==> src/rtl/gcmb_pkg.sv <==
`timescale 1ns/1ps
// Shared types for the channel input combiner: the combining operator
// and the classification of serial command codes.
package gcmb_pkg;

    typedef enum logic {
        OP_OR  = 1'b0,
        OP_AND = 1'b1
    } comb_op_t;

    typedef enum logic [1:0] {
        ACT_NONE     = 2'd0,
        ACT_LOAD     = 2'd1,
        ACT_LOAD_OR  = 2'd2,
        ACT_LOAD_AND = 2'd3
    } cmd_act_t;

    localparam int CODE_W = 4;

    localparam logic [CODE_W-1:0] CODE_STATUS   = 4'b0000;
    localparam logic [CODE_W-1:0] CODE_LOOKBACK = 4'b1100;
    localparam logic [CODE_W-1:0] CODE_LOOP     = 4'b1010;
    localparam logic [CODE_W-1:0] CODE_SEL_OR   = 4'b0011;
    localparam logic [CODE_W-1:0] CODE_SEL_AND  = 4'b1111;

    // Map a command code to its effect on the stored channel state.
    function automatic cmd_act_t classify_code(input logic [CODE_W-1:0] code);
        cmd_act_t act;
        case (code)
            CODE_STATUS,
            CODE_LOOKBACK,
            CODE_LOOP:     act = ACT_NONE;
            CODE_SEL_OR:   act = ACT_LOAD_OR;
            CODE_SEL_AND:  act = ACT_LOAD_AND;
            default:       act = ACT_LOAD;
        endcase
        return act;
    endfunction

endpackage

==> src/rtl/gcmb_pin_sync.sv <==
`timescale 1ns/1ps
// Polarity correction and multi-stage synchronizer for the parallel pins.
// Does: turns each raw pin level into an active-true level using the strap,
//       then passes it through STAGES flops.
// Assumes: pins and strap are asynchronous to clk; reset clears every stage,
//          so all channels read as inactive right after reset.
module gcmb_pin_sync #(
    parameter int WIDTH  = 4,
    parameter int STAGES = 2
) (
    input  logic             clk,
    input  logic             rst_n,
    input  logic             strap_hi,
    input  logic [WIDTH-1:0] pin_raw,
    output logic [WIDTH-1:0] act_sync
);

    localparam int LAST = STAGES - 1;

    logic [WIDTH-1:0] act_raw;
    logic [WIDTH-1:0] stage_q [STAGES];

    // Convert pin levels to active-true before crossing into the clock domain.
    always_comb begin
        act_raw = strap_hi ? pin_raw : ~pin_raw;
    end

    genvar s;
    generate
        for (s = 0; s < STAGES; s++) begin : g_stage
            if (s == 0) begin : g_first
                // First capture flop of the synchronizer chain.
                always_ff @(posedge clk) begin
                    if (!rst_n) stage_q[s] <= '0;
                    else        stage_q[s] <= act_raw;
                end
            end else begin : g_next
                // Later flops of the chain, each fed by the previous stage.
                always_ff @(posedge clk) begin
                    if (!rst_n) stage_q[s] <= '0;
                    else        stage_q[s] <= stage_q[s-1];
                end
            end
        end
    endgenerate

    assign act_sync = stage_q[LAST];

endmodule

==> src/rtl/gcmb_cmd_reg.sv <==
`timescale 1ns/1ps
// Command state register for the channel input combiner.
// Does: holds the per-channel data bits and the sticky combining operator,
//       updated only by a strobed command from the serial decoder.
// Assumes: cmd_valid is a single-cycle strobe in the clk domain.
module gcmb_cmd_reg
    import gcmb_pkg::*;
#(
    parameter int N_CH = 4
) (
    input  logic              clk,
    input  logic              rst_n,
    input  logic              cmd_valid,
    input  logic [CODE_W-1:0] cmd_code,
    input  logic [N_CH-1:0]   cmd_data,
    output logic [N_CH-1:0]   data_q,
    output comb_op_t          op_q
);

    cmd_act_t act;

    // Decode the effect of the current command code.
    always_comb begin
        act = classify_code(cmd_code);
    end

    // Update data bits and operator on a strobed command; defaults on reset.
    always_ff @(posedge clk) begin
        if (!rst_n) begin
            data_q <= '0;
            op_q   <= OP_OR;
        end else if (cmd_valid) begin
            case (act)
                ACT_LOAD: begin
                    data_q <= cmd_data;
                end
                ACT_LOAD_OR: begin
                    data_q <= cmd_data;
                    op_q   <= OP_OR;
                end
                ACT_LOAD_AND: begin
                    data_q <= cmd_data;
                    op_q   <= OP_AND;
                end
                default: begin
                end
            endcase
        end
    end

    // operator-select codes set the operator and load the data.
    p_sel_or_r4: assert property (@(posedge clk) disable iff (!rst_n)
        (cmd_valid && cmd_code == 4'b0011) |=>
            (op_q == OP_OR) && (data_q == $past(cmd_data)));

    p_sel_and_r4: assert property (@(posedge clk) disable iff (!rst_n)
        (cmd_valid && cmd_code == 4'b1111) |=>
            (op_q == OP_AND) && (data_q == $past(cmd_data)));

    // the three ignored codes leave the state untouched.
    p_ignore_codes_r5: assert property (@(posedge clk) disable iff (!rst_n)
        (cmd_valid && (cmd_code == 4'b0000 || cmd_code == 4'b1100 ||
                       cmd_code == 4'b1010)) |=>
            $stable(data_q) && $stable(op_q));

    // unlisted codes load data and keep the operator.
    p_other_keep_op_r6: assert property (@(posedge clk) disable iff (!rst_n)
        (cmd_valid && cmd_code != 4'b0000 && cmd_code != 4'b1100 &&
         cmd_code != 4'b1010 && cmd_code != 4'b0011 &&
         cmd_code != 4'b1111) |=>
            $stable(op_q) && (data_q == $past(cmd_data)));

    // without a strobe the state holds.
    p_no_strobe_hold_r9: assert property (@(posedge clk) disable iff (!rst_n)
        !cmd_valid |=> $stable(data_q) && $stable(op_q));

endmodule

==> src/rtl/gcmb_gate_mix.sv <==
`timescale 1ns/1ps
// Per-channel combining logic.
// Does: merges each synchronized active pin with its data bit under the
//       shared operator, then applies the thermal forced-off.
// Assumes: all inputs are already in the clk domain except therm_off,
//          which is applied without a register so shutdown is immediate.
module gcmb_gate_mix
    import gcmb_pkg::*;
#(
    parameter int N_CH = 4
) (
    input  logic [N_CH-1:0] act_sync,
    input  logic [N_CH-1:0] data_q,
    input  comb_op_t        op_q,
    input  logic [N_CH-1:0] therm_off,
    output logic [N_CH-1:0] gate_en
);

    genvar c;
    generate
        for (c = 0; c < N_CH; c++) begin : g_ch
            logic merged;
            // Combine pin and data bit for this channel, then gate by shutdown.
            always_comb begin
                if (op_q == OP_AND) merged = act_sync[c] & data_q[c];
                else                merged = act_sync[c] | data_q[c];
                gate_en[c] = merged & ~therm_off[c];
            end
        end
    endgenerate

endmodule

==> src/rtl/chan_gate_combiner.sv <==
`timescale 1ns/1ps
// Polarity-programmable channel input combiner (top).
// Does: forms per-channel gate enables from parallel pins, strobed serial
//       data bits, a sticky OR/AND operator and thermal shutdown.
// Assumes: synchronous active-low reset; cmd_* come from a serial decoder in
//          the clk domain; pin_in and strap_hi are asynchronous.
module chan_gate_combiner
    import gcmb_pkg::*;
#(
    parameter int N_CH        = 4,
    parameter int SYNC_STAGES = 2
) (
    input  logic              clk,
    input  logic              rst_n,
    input  logic              strap_hi,
    input  logic [N_CH-1:0]   pin_in,
    input  logic              cmd_valid,
    input  logic [CODE_W-1:0] cmd_code,
    input  logic [N_CH-1:0]   cmd_data,
    input  logic [N_CH-1:0]   therm_off,
    output logic [N_CH-1:0]   gate_en
);

    logic [N_CH-1:0] act_sync;
    logic [N_CH-1:0] data_q;
    comb_op_t        op_q;

    gcmb_pin_sync #(
        .WIDTH  (N_CH),
        .STAGES (SYNC_STAGES)
    ) u_sync (
        .clk      (clk),
        .rst_n    (rst_n),
        .strap_hi (strap_hi),
        .pin_raw  (pin_in),
        .act_sync (act_sync)
    );

    gcmb_cmd_reg #(
        .N_CH (N_CH)
    ) u_cmd (
        .clk       (clk),
        .rst_n     (rst_n),
        .cmd_valid (cmd_valid),
        .cmd_code  (cmd_code),
        .cmd_data  (cmd_data),
        .data_q    (data_q),
        .op_q      (op_q)
    );

    gcmb_gate_mix #(
        .N_CH (N_CH)
    ) u_mix (
        .act_sync  (act_sync),
        .data_q    (data_q),
        .op_q      (op_q),
        .therm_off (therm_off),
        .gate_en   (gate_en)
    );

    // a channel in shutdown never has its gate enabled.
    p_therm_force_r8: assert property (@(posedge clk) disable iff (!rst_n)
        (therm_off & gate_en) == '0);

    // the first cycle after reset release shows defaults: only active pins
    // may drive gates (data 0000 under OR), and freshly cleared sync stages.
    p_reset_clear_r1: assert property (@(posedge clk) disable iff (!rst_n)
        $rose(rst_n) |-> (gate_en == '0));

endmodule

==> config.mk <==
export PLATFORM = sky130hd
export DESIGN_NAME = chan_gate_combiner
export DESIGN_NICKNAME = d
export VERILOG_FILES = /design/src/rtl/gcmb_pkg.sv /design/src/rtl/gcmb_pin_sync.sv /design/src/rtl/gcmb_cmd_reg.sv /design/src/rtl/gcmb_gate_mix.sv /design/src/rtl/chan_gate_combiner.sv
export SDC_FILE = /design/constraint.sdc
export NUM_CORES = 1
export LEC_CHECK = 0
export ABC_AREA = 1
export BUFFER_PORTS_ARGS = -buffer_cell sky130_fd_sc_hd__buf_4
export CORE_MARGIN = 1
export CORE_UTILIZATION = 40
export CTS_BUF_LIST = sky130_fd_sc_hd__clkbuf_4 sky130_fd_sc_hd__clkbuf_8
export DETAILED_ROUTE_END_ITERATION = 7
export PLACE_DENSITY = 0.73
export SLEW_MARGIN = 40
export SYNTH_ARGS = -nofsm -noshare
export SYNTH_HDL_FRONTEND = slang
export SYNTH_HIERARCHICAL = 1
export SYNTH_SLANG_ARGS = --single-unit
==> constraint.sdc <==
create_clock -name clk -period 1.93 [get_ports clk]
set_input_delay 0.193 -clock clk [delete_from_list [all_inputs] [get_ports clk]]
set_output_delay 0.193 -clock clk [all_outputs]
set_load 0.005 [all_outputs]
* Yosys cells after proc, flatten, opt, wreduce, memory -nomap -nowiden
Memories as Yosys holds them, arrays and structs flattened.
Index checks and enable logic that the tools add are counted.
** Cells by class
- Reductions and logical operators :: 6
- Bitwise operators :: 19
- Add/sub/neg operators :: 0
- Eq/ne operators :: 7
- Magnitude comparators :: 0
- Multiply operators :: 0
- Multiplexer cells :: 11
- Shift operators :: 0
- Divide/modulo/power cells :: 0
** Operators by type and width (count)
- $eq A4 B4 Y1 const B :: 3
- $mux W4 :: 3
- $and A1 B1 Y1 :: 8
- $mux W1 :: 6
- $or A1 B1 Y1 :: 6
- $pmux W2 S3 :: 1
- $reduce_or A3 Y1 :: 2
- $eq A2 B2 Y1 const B :: 2
- $eq A4 B2 Y1 const B :: 1
- $logic_not A4 Y1 :: 1
- $not A1 Y1 :: 4
- $not A4 Y4 :: 1
- $reduce_and A2 Y1 :: 2
- $eq A2 B1 Y1 const B :: 1
- $pmux W1 S2 :: 1
- $reduce_bool A2 Y1 :: 1
** Storage, ports and cells
- ROM bits :: 0
- Memories kept :: 1
- Bits in registers :: 5
- Bits in latches :: 0
- RAM bits :: 8
- Input bits :: 20
- Output and inout bits :: 4
** Memory list
- u_sync.stage_q :: words 2, width 4, rd ports 2, clocked after memory_dff 0, wr ports 2, RTL line gcmb_pin_sync.sv:21 : logic [WIDTH-1:0] stage_q [STAGES];

* Logic depth before layout (Yosys ltp)
Gate-level depths: netlist of the first run.
- Depth after elaboration :: 6
- Mapped depth :: 8

* Hierarchy
Netlist of the first run, hierarchy kept.
** By module, submodules not included
- gcmb_pin_sync :: cells an instance 34, seq. area each 160.2 um2, area each 271.5 um2, times used 1
- gcmb_cmd_reg :: cells an instance 41, seq. area each 100.1 um2, area each 264.0 um2, times used 1
- gcmb_gate_mix :: cells an instance 13, seq. area each 0.0 um2, area each 68.8 um2, times used 1

* Worst setup path after synthesis of the first run
OpenSTA, ideal clock, no wires.
- Path kind :: input to register
- Start :: input port cmd_code[1]
- End :: register u_cmd.data_q[0]
- Buffers on the path :: 0
- Slack :: 1.157 ns
- Stages :: 8
- Arrival time :: 0.658 ns
- Cell sequence :: inv_1 > nand2_1 > nand2_1 > nand2_1 > nand2_2 > nand3_1 > nand2_1 > nor2_1
** Between the ends
- Word-level cells in the longest chain between the ends :: 6
- Elaborated cells between the ends (all ways) :: 12
- Classes of those cells :: eq/ne (7); mux (1); reduce/logical (4)
** Ends and longest elaborated chain
- start, declared :: RTL line chan_gate_combiner.sv:18 : input logic [CODE_W-1:0] cmd_code,
- $eq A4 B4 Y1 or $logic_not A4 Y1 (tied branches) :: RTL line gcmb_pkg.sv:29 : case (code)
- $reduce_or A3 Y1 :: RTL line gcmb_pkg.sv:29
- $pmux W2 S3 * :: RTL line gcmb_pkg.sv:29
- $eq A2 B1 Y1 or $eq A2 B2 Y1 (tied branches) :: RTL line gcmb_cmd_reg.sv:33 : case (act)
- $reduce_or A3 Y1 (no source line) *
- $reduce_and A2 Y1 (no source line) *
- end signal, assigned :: RTL line gcmb_cmd_reg.sv:35 : data_q <= cmd_data;
- end signal, assigned :: RTL line gcmb_cmd_reg.sv:38 : data_q <= cmd_data;
- end signal, assigned :: RTL line gcmb_cmd_reg.sv:42 : data_q <= cmd_data;
- end, declared :: RTL line gcmb_cmd_reg.sv:16 : output logic [N_CH-1:0] data_q,
Mark *: on every way between the ends. The rest lies on a longest branch, timed or not.
A chain may end at the register's enable or synchronous reset.

* Worst setup path after layout of the first run
- Start :: register u_cmd.op_q
- End :: output port gate_en[3]
** Between the ends
- Word-level cells in the longest chain between the ends :: 2
** Ends and longest elaborated chain
- start, declared :: RTL line gcmb_cmd_reg.sv:17 : output comb_op_t op_q
- start signal, assigned :: RTL line gcmb_cmd_reg.sv:31 : op_q <= OP_OR;
- start signal, assigned :: RTL line gcmb_cmd_reg.sv:39 : op_q <= OP_OR;
- start signal, assigned :: RTL line gcmb_cmd_reg.sv:43 : op_q <= OP_AND;
- $mux W1 :: RTL line gcmb_gate_mix.sv:25 : if (op_q == OP_AND) merged = act_sync[c] & data_q[c];
- $and A1 B1 Y1 :: RTL line gcmb_gate_mix.sv:27 : gate_en[c] = merged & ~therm_off[c];
- end, declared :: RTL line chan_gate_combiner.sv:21 : output logic [N_CH-1:0] gate_en
No other way between the ends.

==> impl_metrics.env, run 1 <==
export IMPL_status="complete, no violations"
export IMPL_grt_pass1_vias=458
export IMPL_end_kind="primary output"
export IMPL_cts_sinks=13
export IMPL_place_gp_congestion=0.670
export IMPL_worst_hold_slack_ns=0.152
export IMPL_fin_nets=134
export IMPL_min_delay_start="pin_in[3]"
export IMPL_grt_pass1_wl_mm=1.75
export IMPL_grtUsageMet3_pct=6.52
export IMPL_vias=595
export IMPL_syn_to_final_growth_pct=34.2
export IMPL_synth_top_cell_by_area="dfxtp_1"
export IMPL_total_power_mw=0.571
export IMPL_die_h_um=40.9
export IMPL_crit_fanout=4
export IMPL_holdPathEnd="u_sync/stage_q[0][3]"
export IMPL_min_path_cells=3
export IMPL_reg2reg_from="u_cmd/op_q"
export IMPL_ant_nets=0
export IMPL_gr_usage_met2_pct=27.0
export IMPL_path_cells="inv_2, a21oi_1, nor2_1, buf_4"
export IMPL_p_leak_nw=0.462
export IMPL_ir_drop_v=0.000372
export IMPL_holdBufCountCts=0
export IMPL_slew_violations=0
export IMPL_cp_start_kind="flip-flop"
export IMPL_htree_num_levels=1
export IMPL_postSynthAreaPerCell_um2=6.87
export IMPL_yosysSeqAreaShare_pct=43.1
export IMPL_min_period_ns=1.18
export IMPL_synth_edf_count=0
export IMPL_dpl_hpwl_um=835
export IMPL_drive_gt1_share_pct=31.0
export IMPL_use_met1_pct=19.1
export IMPL_placed_area_um2=781
export IMPL_synthTopCellsByArea="dfxtp_1 (43%), nand2_1 (12%), nor2_1 (8.1%)"
export IMPL_overflow=0
export IMPL_grt_max_degree=14
export IMPL_clkLatencyLatePin_ns=0.27
export IMPL_fin_skew_ns=0.000126
export IMPL_postCtsResizedCells=0
export IMPL_ys_types=14
export IMPL_syn_nets=108
export IMPL_final_setup_viol_count=0
export IMPL_max_freq_ghz=0.845
export IMPL_dieArea_um2=1670
export IMPL_worst_ep_arrival_time_ns=0.99
export IMPL_nFillCells=137
export IMPL_critPathKind="flip-flop to primary output"
export IMPL_start_util_pct=44.8
export IMPL_ys_ff_latch=13
export IMPL_cp_top_family="flip-flops"
export IMPL_tns_ns=0
export IMPL_r2r_end="u_cmd/op_q"
export IMPL_stdcell_area_um2=811
export IMPL_antenna_found_initial=0
export IMPL_cp_num_buf_inv=2
export IMPL_slew_headroom_pct=89.2
export IMPL_cts_path_max_buffers=2
export IMPL_ys_flop_type="dfxtp_1"
export IMPL_wirelength_mm=1.13
export IMPL_yosys_warnings=6
export IMPL_top_usage_layer="met2"
export IMPL_io_pins=24
export IMPL_rr_worst_depth=2
export IMPL_synth_common_cells="nand2_1 (20), dfxtp_1 (13), nor2_1 (13)"
export IMPL_synth_cells=88
export IMPL_worstMarginPinSlew_ns=0.161
export IMPL_power_density_nw_per_um2=704
export IMPL_rsz0062_at_grt="no"
export IMPL_cts_tree="built"
export IMPL_clk_pin_slew_worst_paths_ns=0.08
export IMPL_die_x_um=40.9
export IMPL_max_stage_delay_ns=0.35
export IMPL_async_flop_share_pct=0
export IMPL_io_buffer_count=23
export IMPL_fp_coreArea_um2=1350
export IMPL_crit_required_ns=1.74
export IMPL_synthesis_area_um2=604
export IMPL_cts_buffers=3
export IMPL_yosysMostFrequentCell="nand2_1"
export IMPL_synth_top_area_share_pct=43.1
export IMPL_crit_slowest_cell="dfxtp_1"
export IMPL_root_buffer="clkbuf_4"
export IMPL_first_pass_iters=2
export IMPL_maxCapViolCount=0
export IMPL_drc=0
export IMPL_viasPerCell=4.65
export IMPL_hp_class="input pin to flip-flop"
export IMPL_hold_viol_final=0
export IMPL_grt_total_usage_pct=16.6
export IMPL_drtIter0Drc=11
export IMPL_insertedDiodeCount=0
export IMPL_post_cts_setup_buffers=0
export IMPL_wl_per_cell_um=8.80
export IMPL_rows=13
export IMPL_post_route_period_util_pct=61.3
export IMPL_r2r_slack_ns=1.25
-- worst reg2reg max path, stage by stage, from the launching register on --
cell	delay, ns
dfxtp_1	0.35
o21ai_0	0.08
a21boi_0	0.17
-- layout make-up --
cell class | count | area, µm² | area share, %
clock buffer | 4 | 30.0 | 3.70
inverter | 13 | 48.8 | 6.02
sequential | 13 | 260 | 32.1
tap | 15 | 18.8 | 2.31
timing repair buffer | 23 | 173 | 21.3
multi-input combinational | 60 | 280 | 34.6
-- metal layers --
metal / share of wire, % / routed length (µm)
met5: 0 / 0
met4: 1.2 / 14
met3: 6.2 / 70
met2: 46 / 514
met1: 47 / 529
-- worst max path at each step --
stage | from | endpoint | slack, ns | cells past startpoint
2_1_floorplan | cmd_code[1] | u_cmd/data_q[0] | 1.16 | 8
3_3_place_gp | cmd_code[1] | u_cmd/data_q[2] | 0.98 | 9
3_5_place_dp | cmd_code[1] | u_cmd/data_q[2] | 0.95 | 9
4_1_cts | u_cmd/op_q | gate_en[3] | 0.73 | 4
5_1_grt | u_cmd/op_q | gate_en[1] | 0.63 | 4
6_report | u_cmd/op_q | gate_en[3] | 0.75 | 4
-- where the power goes --
| part | switching (mW) | internal [mW] | total (mW) |
|---|---|---|---|
| Clock | 0.0853 | 0.0942 | 0.180 |
| Sequential | 0.00859 | 0.285 | 0.294 |
| Combinational | 0.0444 | 0.0531 | 0.0975 |
| Total | 0.138 | 0.433 | 0.571 |
-- registers in the layout (all words and copies together), names as in the netlist --
signal and cells:
u_cmd/data_q 4, u_cmd/op_q 1, u_sync/stage_q 8
-- layout by cell type (no fill, tap or decap), types with 2 or more instances in the layout --
master,count
inv_1,11
dfxtp_1,13
clkbuf_4,4
a21oi_1,8
nor2_1,13
o21bai_1,4
buf_4,23
nand2_1,20
nand3_1,6
inv_2,2
nor2_2,5
-- cell families after synthesis --
family / Yosys count / synth area share, %
AO/OA/AOI/OAI: 14 / 13.7
buffers and inverters: 15 / 10.6
flip-flops: 13 / 43.1
AND/OR/NAND/NOR: 46 / 32.7
-- metrics by stage --
step                      utilization [%]  std cells  worst slack [ns]
after floorplan                         -         88              1.16
after global routing                 60.1        128             0.627
final                                60.1        128             0.747
after detailed placement             57.8        124             0.950
after global placement               57.8        124             0.985
after CTS                            60.1        128             0.731
No activity file was read; power rests on OpenSTA's default activity.
==> inputs of run 2 (changes only) <==
==> constraint.sdc (replaced) <==
create_clock -name clk -period 1.1 [get_ports clk]
set_input_delay 0.11 -clock clk [delete_from_list [all_inputs] [get_ports clk]]
set_output_delay 0.11 -clock clk [all_outputs]
set_load 0.005 [all_outputs]
==> impl_metrics.env, run 2 (synthesis results as in run 1) <==
export IMPL_status="complete, no violations"
export IMPL_rows=13
export IMPL_syn_to_final_growth_pct=38.1
export IMPL_drtIter0Drc=3
export IMPL_power_density_nw_per_um2=1210
export IMPL_viasPerCell=4.73
export IMPL_min_period_ns=1.07
export IMPL_slew_headroom_pct=89.4
export IMPL_grt_pass1_vias=458
export IMPL_clk_pin_slew_worst_paths_ns=0.08
export IMPL_ant_nets=0
export IMPL_min_path_cells=3
export IMPL_mostFrequentLayoutCells="buf_4 (23), nand2_1 (20), nor2_1 (13)"
export IMPL_start_util_pct=44.8
export IMPL_clkLatencyLatePin_ns=0.27
export IMPL_stdcell_area_um2=835
export IMPL_fin_skew_ns=0.000128
export IMPL_final_common_cell="buf_4"
export IMPL_wirelength_mm=1.15
export IMPL_root_buffer="clkbuf_4"
export IMPL_htree_num_levels=1
export IMPL_final_setup_viol_count=0
export IMPL_reg_top3="u_sync/stage_q: 8 flops, u_cmd/data_q: 4 flops, u_cmd/op_q: 1 flops"
export IMPL_drc=0
export IMPL_nFillCells=136
export IMPL_fin_util_pct=61.8
export IMPL_antenna_found_initial=0
export IMPL_first_pass_iters=2
export IMPL_worstMarginPinSlew_ns=0.157
export IMPL_maxCapViolCount=0
export IMPL_overflow=0
export IMPL_cts_buffers=3
export IMPL_fin_nets=134
export IMPL_grt_total_usage_pct=16.6
export IMPL_slew_violations=0
export IMPL_rr_worst_depth=2
export IMPL_dieArea_um2=1670
export IMPL_post_place_cells=124
export IMPL_rsz0062_at_grt="yes"
export IMPL_crit_required_ns=0.99
export IMPL_vias=606
export IMPL_grt_pass1_wl_mm=1.75
export IMPL_cp_start_kind="flip-flop"
export IMPL_insertedDiodeCount=0
export IMPL_fp_coreArea_um2=1350
export IMPL_die_h_um=40.9
export IMPL_critPathKind="flip-flop to primary output"
export IMPL_hold_viol_final=0
export IMPL_cts_path_max_buffers=2
export IMPL_die_x_um=40.9
export IMPL_worst_ep_arrival_time_ns=0.96
export IMPL_cts_tree="built"
export IMPL_p_leak_nw=0.459
export IMPL_dpl_hpwl_um=835
export IMPL_post_route_period_util_pct=97.3
export IMPL_wl_per_cell_um=8.95
export IMPL_stdcell_count=128
export IMPL_place_gp_congestion=0.670
export IMPL_holdBufCountCts=0
export IMPL_ir_drop_v=0.000657
export IMPL_top_register="u_sync/stage_q"
export IMPL_max_freq_ghz=0.934
export IMPL_io_pins=24
export IMPL_io_buffer_count=23
export IMPL_crit_fanout=4
export IMPL_end_kind="primary output"
export IMPL_cts_sinks=13
export IMPL_placed_area_um2=781
export IMPL_grt_max_degree=14
export IMPL_drive_gt1_share_pct=38.9
export IMPL_largest_reg_flops=8
export IMPL_hp_class="input pin to flip-flop"
## run 2: cell types whose count changed in the layout (fill, tap and decap cells not counted)
cell | previous run | this run
inv_2 | 2 | 1
a21oi_2 | 0 | 4
dfxtp_1 | 13 | 8
inv_4 | 0 | 1
a21oi_1 | 8 | 4
dfxtp_2 | 0 | 5
## run 2: final timing paths
path                              from                    to  slack, ns
hold / removal               pin_in[3]  u_sync/stage_q[0][3]       0.07
setup / recovery            u_cmd/op_q            gate_en[2]       0.03
hold reg to reg   u_sync/stage_q[0][1]  u_sync/stage_q[1][1]       0.41
setup reg to reg            u_cmd/op_q            u_cmd/op_q       0.42
## run 2: what timing repair did
item | 4_1_cts | 5_1_grt
endpoints found under the setup margin | 4 | 4
pin swaps | 0 | 4
gates resized for setup | 1 | 9
setup buffers | 0 | 0
endpoints found under the hold margin | 0 | 0
## run 2: cell type report
cell class / count / area, µm² / share of cell area [%]
Tap cell: 15 / 18.8 / 2.25
Sequential cell: 13 / 267 / 31.9
Multi-Input combinational cell: 60 / 295 / 35.4
Timing Repair Buffer: 23 / 173 / 20.7
Inverter: 13 / 51.3 / 6.15
Clock buffer: 4 / 30.0 / 3.60
## run 2: report_power, final
group / internal [mW] / total, mW / switching [mW] / leakage, nW
logic: 0.0948 / 0.174 / 0.0792 / 0.331
clock network: 0.165 / 0.316 / 0.151 / 0.0184
registers: 0.503 / 0.522 / 0.0184 / 0.109
total: 0.763 / 1.01 / 0.248 / 0.459
## run 2: critical path: stages, from the launching register on
cell and delay [ns]:
dfxtp_2 0.35, inv_4 0.05, a21oi_2 0.10, nor2_1 0.06, buf_4 0.13
## run 2: per-stage QoR
step	setup WS [ns]	hold slack (ns)	power (mW)	TNS (ns)
floorplan	0.410	0.231	0.615	0
global placement	0.238	0.350	0.694	0
detailed placement	0.203	0.354	0.698	0
CTS	0.00251	0.0582	1.02	0
global route	-0.0426	0.0713	1.08	-0.123
finish	0.0295	0.0684	1.01	0
## run 2: routing by layer
layer / vias up / wire, µm / GRT usage [%]
met5: - / 0 / 0
met4: 0 / 14 / 7.50
met3: 2 / 70 / 6.52
met2: 17 / 545 / 27.0
met1: 261 / 516 / 19.1
li1: 326 / - / -
